==> src/rtl/spi_chain_pkg.sv <==
// Package: shared constants and types of the chainable SPI slave.
// Assumes byte-framed transfers; the frame unit is fixed here.
package spi_chain_pkg;
    localparam int unsigned FRAME_BITS = 8;
    localparam int unsigned PIN_COUNT  = 3;
    typedef enum logic [1:0] {PIN_MOSI = 2'd0, PIN_SCLK = 2'd1, PIN_CSN = 2'd2} pin_idx_e;
endpackage

==> src/rtl/spi_pin_sync.sv <==
// Module: multi-stage synchronizer for asynchronous SPI pins.
// Each pin gets its own flop chain, all with equal latency, so that the
// relative timing between pins is preserved. Assumes STAGES >= 2.
module spi_pin_sync #(
    parameter int unsigned    WIDTH   = 3,
    parameter int unsigned    STAGES  = 2,
    parameter logic [WIDTH-1:0] RST_VAL = '0
) (
    input  logic             clk,
    input  logic             rst_n,
    input  logic [WIDTH-1:0] pin_i,
    output logic [WIDTH-1:0] level_o
);
    for (genvar g = 0; g < WIDTH; g++) begin : g_pin
        logic [STAGES-1:0] stg;
        // Shift each pin through its synchronizer chain.
        always_ff @(posedge clk) begin
            if (!rst_n) stg <= {STAGES{RST_VAL[g]}};
            else        stg <= {stg[STAGES-2:0], pin_i[g]};
        end
        assign level_o[g] = stg[STAGES-1];
    end
endmodule

==> src/rtl/spi_bit_counter.sv <==
// Module: counts serial-clock falling edges modulo DATA_W within a frame,
// and remembers whether at least one whole frame unit has been received.
// Assumes clear and advance are never high together.
module spi_bit_counter #(
    parameter int unsigned DATA_W = 8,
    localparam int unsigned CNT_W = (DATA_W > 1) ? $clog2(DATA_W) : 1
) (
    input  logic             clk,
    input  logic             rst_n,
    input  logic             clear_i,
    input  logic             advance_i,
    output logic [CNT_W-1:0] cnt_o,
    output logic             unit_seen_o
);
    localparam logic [CNT_W-1:0] LAST = CNT_W'(DATA_W - 1);

    // Step the modulo counter and latch the whole-unit flag.
    always_ff @(posedge clk) begin
        if (!rst_n || clear_i) begin
            cnt_o       <= '0;
            unit_seen_o <= 1'b0;
        end else if (advance_i) begin
            if (cnt_o == LAST) begin
                cnt_o       <= '0;
                unit_seen_o <= 1'b1;
            end else begin
                cnt_o <= cnt_o + 1'b1;
            end
        end
    end
endmodule

==> src/rtl/spi_shift_path.sv <==
// Module: the serial shift register and the output-line register.
// The register is loaded in parallel at frame start. It shifts in on fall
// events and presents its MSB on rise events. The flag load puts a single
// bit on the line ahead of the first rise. Assumes load and shift are exclusive.
module spi_shift_path #(
    parameter int unsigned DATA_W = 8
) (
    input  logic              clk,
    input  logic              rst_n,
    input  logic              load_i,
    input  logic [DATA_W-1:0] load_val_i,
    input  logic              shift_i,
    input  logic              bit_i,
    input  logic              drive_i,
    input  logic              flag_i,
    input  logic              flag_val_i,
    output logic [DATA_W-1:0] shreg_o,
    output logic              line_o
);
    // Parallel load at frame start, then shift in MSB first.
    always_ff @(posedge clk) begin
        if (!rst_n)       shreg_o <= '0;
        else if (load_i)  shreg_o <= load_val_i;
        else if (shift_i) shreg_o <= {shreg_o[DATA_W-2:0], bit_i};
    end

    // Output line register: the flag at frame start, then the MSB on each rise.
    always_ff @(posedge clk) begin
        if (!rst_n)       line_o <= 1'b0;
        else if (flag_i)  line_o <= flag_val_i;
        else if (drive_i) line_o <= shreg_o[DATA_W-1];
    end
endmodule

==> src/rtl/spi_chain_slave.sv <==
// Module: top of the chainable byte-framed SPI slave.
// It synchronizes the pins and detects their edges, then commits a frame on
// chip-select rise only after a whole nonzero number of DATA_W-bit units.
// It also keeps the transmission-error flag. Assumes clk >= 4x the serial clock
// and a serial clock that is low whenever chip select changes.
module spi_chain_slave #(
    parameter int unsigned DATA_W      = spi_chain_pkg::FRAME_BITS,
    parameter int unsigned SYNC_STAGES = 2,
    localparam int unsigned CNT_W      = (DATA_W > 1) ? $clog2(DATA_W) : 1
) (
    input  logic              clk,
    input  logic              rst_n,
    input  logic              spi_csn_i,
    input  logic              spi_sclk_i,
    input  logic              spi_mosi_i,
    output logic              spi_miso_o,
    output logic              spi_miso_oe_o,
    input  logic [DATA_W-1:0] diag_word_i,
    output logic [DATA_W-1:0] cmd_word_o,
    output logic              cmd_strobe_o
);
    import spi_chain_pkg::*;

    logic [PIN_COUNT-1:0] pins_raw, pins_sync;
    logic csn_s, sclk_s, mosi_s;
    logic csn_prev, sclk_prev;
    logic cs_fall, cs_rise, sclk_rise, sclk_fall;
    logic [CNT_W-1:0]  bit_cnt;
    logic              unit_seen;
    logic [DATA_W-1:0] shreg;
    logic              err_q;
    logic              commit_ok;

    assign pins_raw[PIN_CSN]  = spi_csn_i;
    assign pins_raw[PIN_SCLK] = spi_sclk_i;
    assign pins_raw[PIN_MOSI] = spi_mosi_i;

    spi_pin_sync #(
        .WIDTH  (PIN_COUNT),
        .STAGES (SYNC_STAGES),
        .RST_VAL(3'b100)
    ) u_sync (
        .clk    (clk),
        .rst_n  (rst_n),
        .pin_i  (pins_raw),
        .level_o(pins_sync)
    );

    assign csn_s  = pins_sync[PIN_CSN];
    assign sclk_s = pins_sync[PIN_SCLK];
    assign mosi_s = pins_sync[PIN_MOSI];

    // Keep the previous synchronized levels for edge detection.
    always_ff @(posedge clk) begin
        if (!rst_n) begin
            csn_prev  <= 1'b1;
            sclk_prev <= 1'b0;
        end else begin
            csn_prev  <= csn_s;
            sclk_prev <= sclk_s;
        end
    end

    assign cs_fall   = csn_prev & ~csn_s;
    assign cs_rise   = ~csn_prev & csn_s;
    assign sclk_rise = ~sclk_prev & sclk_s & ~csn_s;
    assign sclk_fall = sclk_prev & ~sclk_s & ~csn_s;

    spi_bit_counter #(.DATA_W(DATA_W)) u_cnt (
        .clk        (clk),
        .rst_n      (rst_n),
        .clear_i    (cs_fall),
        .advance_i  (sclk_fall),
        .cnt_o      (bit_cnt),
        .unit_seen_o(unit_seen)
    );

    spi_shift_path #(.DATA_W(DATA_W)) u_shift (
        .clk       (clk),
        .rst_n     (rst_n),
        .load_i    (cs_fall),
        .load_val_i(diag_word_i),
        .shift_i   (sclk_fall),
        .bit_i     (mosi_s),
        .drive_i   (sclk_rise),
        .flag_i    (cs_fall),
        .flag_val_i(err_q),
        .shreg_o   (shreg),
        .line_o    (spi_miso_o)
    );

    assign commit_ok = cs_rise & unit_seen & (bit_cnt == '0);

    // Decide commit or reject at frame end and keep the error flag.
    always_ff @(posedge clk) begin
        if (!rst_n) begin
            cmd_word_o   <= '0;
            cmd_strobe_o <= 1'b0;
            err_q        <= 1'b0;
        end else begin
            cmd_strobe_o <= commit_ok;
            if (commit_ok) begin
                cmd_word_o <= shreg;
                err_q      <= 1'b0;
            end else if (cs_rise) begin
                err_q <= 1'b1;
            end
        end
    end

    assign spi_miso_oe_o = ~csn_s;
endmodule

==> config.mk <==
export PLATFORM = sky130hd
export DESIGN_NAME = spi_chain_slave
export DESIGN_NICKNAME = d
export VERILOG_FILES = /design/src/rtl/spi_chain_pkg.sv /design/src/rtl/spi_pin_sync.sv /design/src/rtl/spi_bit_counter.sv /design/src/rtl/spi_shift_path.sv /design/src/rtl/spi_chain_slave.sv
export SDC_FILE = /design/constraint.sdc
export NUM_CORES = 1
export LEC_CHECK = 0
export ABC_AREA = 1
export BUFFER_PORTS_ARGS = -buffer_cell sky130_fd_sc_hd__buf_2
export CORE_AREA = 2 2 56 58
export CTS_CLUSTER_SIZE = 20
export DETAILED_ROUTE_END_ITERATION = 7
export DIE_AREA = 0 0 58 60
export GPL_TIMING_DRIVEN = 0
export PLACE_DENSITY = 0.72
export SLEW_MARGIN = 20
export SYNTH_ARGS = -nofsm -noshare
export SYNTH_HDL_FRONTEND = slang
export SYNTH_SLANG_ARGS = --single-unit
==> constraint.sdc <==
create_clock -name clk -period 3.5 [get_ports clk]
set_input_delay 0.175 -clock clk [delete_from_list [all_inputs] [get_ports clk]]
set_output_delay 0.175 -clock clk [all_outputs]
set_load 0.01 [all_outputs]
==> After elaboration in Yosys (flattened, before gate mapping) <==
Cells that the tools add are included.
W data, S select, Z words.
{ "word_totals": {"ff_bits": 31, "wordCells": 39} }
{ "classes": {"add_sub_neg": 1, "eq_ne": 1, "muxes": 5, "bitwise": 13, "reduce_logical": 7} }
{ "op_table": {"columns": ["operator", "count"], "rows": [
  ["$mux W8", 2],
  ["$and A1 B1 Y1", 8],
  ["$not A1 Y1", 5],
  ["$reduce_bool A2 Y1", 2],
  ["$add A3 B1 Y3 const B", 1],
  ["$eq A3 B3 Y1 const B", 1],
  ["$logic_not A3 Y1", 1],
  ["$mux W3", 1],
  ["$mux W1", 2],
  ["$reduce_and A2 Y1", 1],
  ["$reduce_or A2 Y1", 1],
  ["$logic_not A1 Y1", 1],
  ["$logic_or A1 B1 Y1", 1]
]} }

==> Logic depth before layout (Yosys ltp) <==
{ "logic_depth": {"ltp_word": 5, "ltp_mapped": 8} }

==> Cells and area by module <==
A second synthesis with hierarchy kept.
{ "hier_totals": {"cells_unflattened": 175, "hier_area_um2": 1316.3} }
{ "modules_own_cells": {"columns": ["mod", "n_inst", "cells_per_inst", "area_each_um2"], "rows": [
  ["spi_chain_slave", 1, 60, 493.0],
  ["spi_shift_path", 1, 72, 464.2],
  ["spi_pin_sync", 1, 21, 187.7],
  ["spi_bit_counter", 1, 22, 171.4]
]} }

==> Least setup slack after synthesis <==
Ideal clock, no wire load.
{ "synth_path": {"path_type": "reg-to-reg", "start": "register u_cnt.cnt_o[0]", "end": "register cmd_word_o[0]", "arrival_time_ns": 1.089, "required_time_ns": 3.441, "slack_ns": 2.353, "path_stages_with_launch": 8, "n_path_buf": 0, "period_less_slack_ns": 1.147, "path_cell_list": "dfxtp_1 -> inv_1 -> ha_1 -> nand3_1 -> nor2_1 -> nor2_2 -> nand2_1 -> nand2_1"} }
{ "synth_via": {"elab_chain_cells": 2} }
{ "synth_lines": {"columns": ["element", "line_no", "source"], "rows": [
  ["start, declared", "spi_bit_counter.sv:12", "output logic [CNT_W-1:0] cnt_o,"],
  ["start signal, assigned", "spi_bit_counter.sv:27", "cnt_o <= cnt_o + 1'b1;"],
  ["$logic_not A3 Y1", "spi_chain_slave.sv:92", "assign commit_ok = cs_rise & unit_seen & (bit_cnt == '0);"],
  ["$and A1 B1 Y1", "spi_chain_slave.sv:92", null],
  ["end signal, assigned", "spi_chain_slave.sv:103", "cmd_word_o <= shreg;"],
  ["end, declared", "spi_chain_slave.sv:19", "output logic [DATA_W-1:0] cmd_word_o,"]
]} }
Every way passes these cells.
A chain may end at the register's enable or synchronous reset.

==> Final worst setup path <==
{ "layout_path": {"start": "register u_sync.g_pin[2].stg[1]", "end": "output port spi_miso_oe_o"} }
{ "layout_via": {"elab_chain_cells": 1} }
{ "layout_lines": {"columns": ["element", "line_no", "source"], "rows": [
  ["start, declared", "spi_pin_sync.sv:15", "logic [STAGES-1:0] stg;"],
  ["start signal, assigned", "spi_pin_sync.sv:18", "if (!rst_n) stg <= {STAGES{RST_VAL[g]}};"],
  ["start signal, assigned", "spi_pin_sync.sv:19", "else stg <= {stg[STAGES-2:0], pin_i[g]};"],
  ["$not A1 Y1", "spi_chain_slave.sv:111", "assign spi_miso_oe_o = ~csn_s;"],
  ["end, declared", "spi_chain_slave.sv:17", "output logic spi_miso_oe_o,"]
]} }
Every way passes these cells.

==> tab_implementation.tex <==
\begin{tabular}{lr}
\hline
Metric & Value \\
\hline
\multicolumn{2}{l}{\textbf{Timing}} \\
\quad Minimum setup slack in the final design & 2.17 ns \\
\quad Crit share post-route & 38.0\% \\
\quad Total negative setup slack & 0 ns \\
\quad Count of endpoints failing hold in the final timing report & 0 \\
\quad Setup violations, final & 0 \\
\quad Slew at the pin closest to its max-slew limit & 0.342 ns \\
\quad Unrepaired setup endpoints after global routing & false \\
\quad WHS & roughly 0.017 ns \\
\quad Post-route minimum period & 1.33 ns \\
\quad Final-report max-slew violation count & 0 \\
\quad Max-slew headroom & between 70\% and 80\% \\
\quad Worst Clk Skew & 0.00685 ns \\
\quad Fmax & 752 MHz \\
\multicolumn{2}{l}{\textbf{Drt}} \\
\quad DRC Markers & 0 \\
\quad Routed vias/inst & 4.65 \\
\quad Post-route antenna net violation count & 0 \\
\quad First DRT Iteration DRCs & 22 \\
\quad Detailed Routing Iterations Pass 1 & 4 \\
\quad Sum of routed wire length over all layers & 2440 um \\
\quad Via count & 1,084 \\
\quad Routed length per placed instance & 10.5 um \\
\multicolumn{2}{l}{\textbf{Die}} \\
\quad Initial cell density of the core & 43.4\% \\
\quad Core area & just under 3000 um2 \\
\quad Full die area & 3480 um2 \\
\quad Overall die width & 58 um \\
\quad Num ports & 24 \\
\quad Count of standard-cell rows & 20 \\
\quad Vert. Die Dim & 60 um \\
\multicolumn{2}{l}{\textbf{Setup path}} \\
\quad Cell with the largest stage delay on the worst path & dfxtp\_1 \\
\quad Critical Setup Path Class & reg2out \\
\quad Critical path capture point type & output pin \\
\quad Crit path required time & 3.32 ns \\
\quad Delay of the slowest cell on the worst path & roughly 0.41 ns \\
\quad Buffer and inverter count on the worst path & 3 \\
\quad Critical path fanouts, max & 10 \\
\quad CP top delay family & buffers and inverters \\
\quad Crit-path cells & inv\_2 -> buf\_2 -> buf\_2 \\
\quad Arrival time at the worst endpoint & between 1 and 1.5 ns \\
\quad Cell mode on critical path & buf\_2 \\
\quad Sort of element at the start of the critical path & flip-flop \\
\multicolumn{2}{l}{\textbf{Final layout}} \\
\quad Most used cells in the layout excluding fill and tap cells & 69 x nand2\_1, 31 x dfxtp\_1, 24 x buf\_2 \\
\quad Proportion of layout cells with a drive suffix above 1 & about 23\% \\
\quad Final-layout fill cell count & 305 \\
\quad Most common cell after layout, fill and taps aside & nand2\_1 \\
\quad Layout-stage area growth over the synthesis result & 17.5\% \\
\quad Number of nets at the end of the flow & roughly 220 \\
\quad Diodes inserted & 0 \\
\quad Area of combinational cells with multiple inputs & 528 um2 \\
\quad Layout Cells excl Fill & about 230 \\
\quad FF+latch area & 621 um2 \\
\multicolumn{2}{l}{\textbf{Global routing}} \\
\quad Met1 Resource Use GR & 20.3\% \\
\quad Initial antenna violation count & 0 \\
\quad Number of global-route vias before repair & 967 \\
\quad Global route overflow & 0 \\
\quad Wire length of the first global-routing pass & 4260 um \\
\quad Largest net degree at the start of global routing & 11 \\
\quad Met2 Resource Use GR & a little over a quarter \\
\quad Met3 routing resource usage after global routing & 3.90\% \\
\quad Global-route usage over all layers & between 10\% and 20\% \\
\quad Gr busiest metal & met2 \\
\multicolumn{2}{l}{\textbf{Job}} \\
\quad Number of max-cap violations & 0 \\
\multicolumn{2}{l}{\textbf{Placement}} \\
\quad Placer congestion estimate & 0.806 \\
\quad Total instance count after detailed placement & 225 \\
\quad Post-detailed-placement half-perimeter wirelength & 1720 um \\
\quad Pre-CTS setup slack & 2.16 ns \\
\quad Count of input and output buffers & 22 \\
\multicolumn{2}{l}{\textbf{Logic synthesis}} \\
\quad Gate count of the mapped netlist & 170 \\
\quad Synth Net Count & 186 \\
\quad Seq/Total Area, Yosys & 49.3\% \\
\quad Mux contribution to synthesized area & 0\% \\
\quad Mean area per synthesized cell & about 7.4 um2 \\
\quad Post-synthesis share of cell area spent on full adders, half adders and majority gates & under 10\% \\
\quad Synthesized area & 1260 um2 \\
\quad Xor-xnor portion of the synthesized cell area & 0\% \\
\quad Main combinational cell family by area after synthesis & simple AND/OR/NAND/NOR gates \\
\quad Post-synthesis compound-gate area fraction & 5.16\% \\
\quad Count of different cell masters after synthesis & 16 \\
\quad Warning count from the yosys run & 0 \\
\quad Synth Area in Simple Gates & 33.8\% \\
\quad Number of synthesized register bits & 31 \\
\multicolumn{2}{l}{\textbf{Clocking}} \\
\quad Worst-path clk slew & 0.09 ns \\
\quad Post-cts sizing count & 0 \\
\quad Worst-Skew Late Latency & 0.34 ns \\
\quad CTS max path bufs & 2 \\
\quad Number of hold buffers added after CTS & 0 \\
\quad Clock root cell & clkbuf\_4 \\
\quad Cts bufs inserted & 5 \\
\quad Clock tree from TritonCTS & yes \\
\quad Clock sinks & 31 \\
\quad Total setup buffers inserted after CTS & 0 \\
\quad H-tree levels & 2 \\
\multicolumn{2}{l}{\textbf{Power and ir drop}} \\
\quad Static leakage power & 0.749 nW \\
\quad Switching power total & 144 uW \\
\quad Share of total power in combinational logic & under 10\% \\
\quad Design internal power & 491 uW \\
\quad Clock power frac & between 30\% and 40\% \\
\quad Peak ir drop on the vdd network & 0.259 mV \\
\quad Share of total power consumed by net switching & 22.6\% \\
\quad Part of the power in registers & 56.9\% \\
\quad Pwr Density & $\sim$430 nW/um2 \\
\multicolumn{2}{l}{\textbf{Min path}} \\
\quad Path type of the worst min-delay path & in2reg \\
\multicolumn{2}{l}{\textbf{Status}} \\
\quad Run status & complete, no violations \\
\hline
\end{tabular}
sequential cells by signal (all words and copies together), names as in the netlist:
signal / count
err_q: 1
cmd_word_o: 8
sclk_prev: 1
csn_prev: 1
cmd_strobe_o: 1
u_shift.shreg_o: 8
u_cnt.unit_seen_o: 1
u_sync.g_pin.stg: 6
u_shift.line_o: 1
u_cnt.cnt_o: 3
power groups by stage:
stage               Sequential [mW]  Clock (mW)  Combinational, mW
CTS                           0.361       0.241             0.0376
global placement              0.369           0             0.0369
floorplan                     0.369           0             0.0242
finish                        0.361       0.237             0.0370
detailed placement            0.370           0             0.0375
global route                  0.362       0.255             0.0417
path summary, 6_finish.rpt:
check                    startpoint                endpoint  slack, ns  cells past startpoint
max          u_sync.g_pin[2].stg[1]           spi_miso_oe_o       2.17                      3
min                      spi_mosi_i  u_sync.g_pin[0].stg[0]       0.02                      3
max reg2reg          u_cnt.cnt_o[0]           cmd_word_o[0]       2.17                      7
min reg2reg  u_sync.g_pin[1].stg[0]  u_sync.g_pin[1].stg[1]       0.42                      2
worst register-to-register path, stage by stage (launching register included):
cell	delay, ns
dfxtp_1	0.38
inv_1	0.06
ha_1	0.20
nand3_1	0.14
nor2_1	0.09
nor2_2	0.26
nand2_1	0.10
nand2_1	0.06
kinds of logic after synthesis:
logic type | after synthesis
buffers and inverters | 23
AO/OA/AOI/OAI | 13
adder cells (fa/ha/maj) | 3
flip-flops | 31
AND/OR/NAND/NOR | 100
synth_stat cells (all sizes together):
library cell   n  area share (%)
a21oi         13             5.2
buf            7             4.1
dfxtp         31              49
ha             3             3.0
inv           16             4.8
nand2         71              22
nand3         19             7.5
nor2           6             2.0
nor3           2             1.7
or2            2            0.99
through the flow:
step / cell area (um2) / util, % / power (mW)
6_report: 1480 / 51.0 / 0.635
5_1_grt: 1480 / 51.0 / 0.659
4_1_cts: 1480 / 51.0 / 0.640
3_5_place_dp: 1410 / 48.6 / 0.407
3_3_place_gp: 1410 / 48.6 / 0.406
2_1_floorplan: 1260 / - / 0.393
metal layers:
layer / routed length [um] / up-vias
li1: - / 586
met1: 1180 / 468
met2: 1080 / 23
met3: 128 / 7
met4: 53 / 0
met5: 0 / -
final cells by class:
class	count	area share (%)
Tap cell	33	2.79
Clock buffer	8	4.65
Timing Repair Buffer	22	7.44
Multi-Input combinational cell	116	35.7
Sequential cell	31	41.9
Buffer	7	3.47
Inverter	16	4.06
No activity file was read; power rests on OpenSTA's default activity.
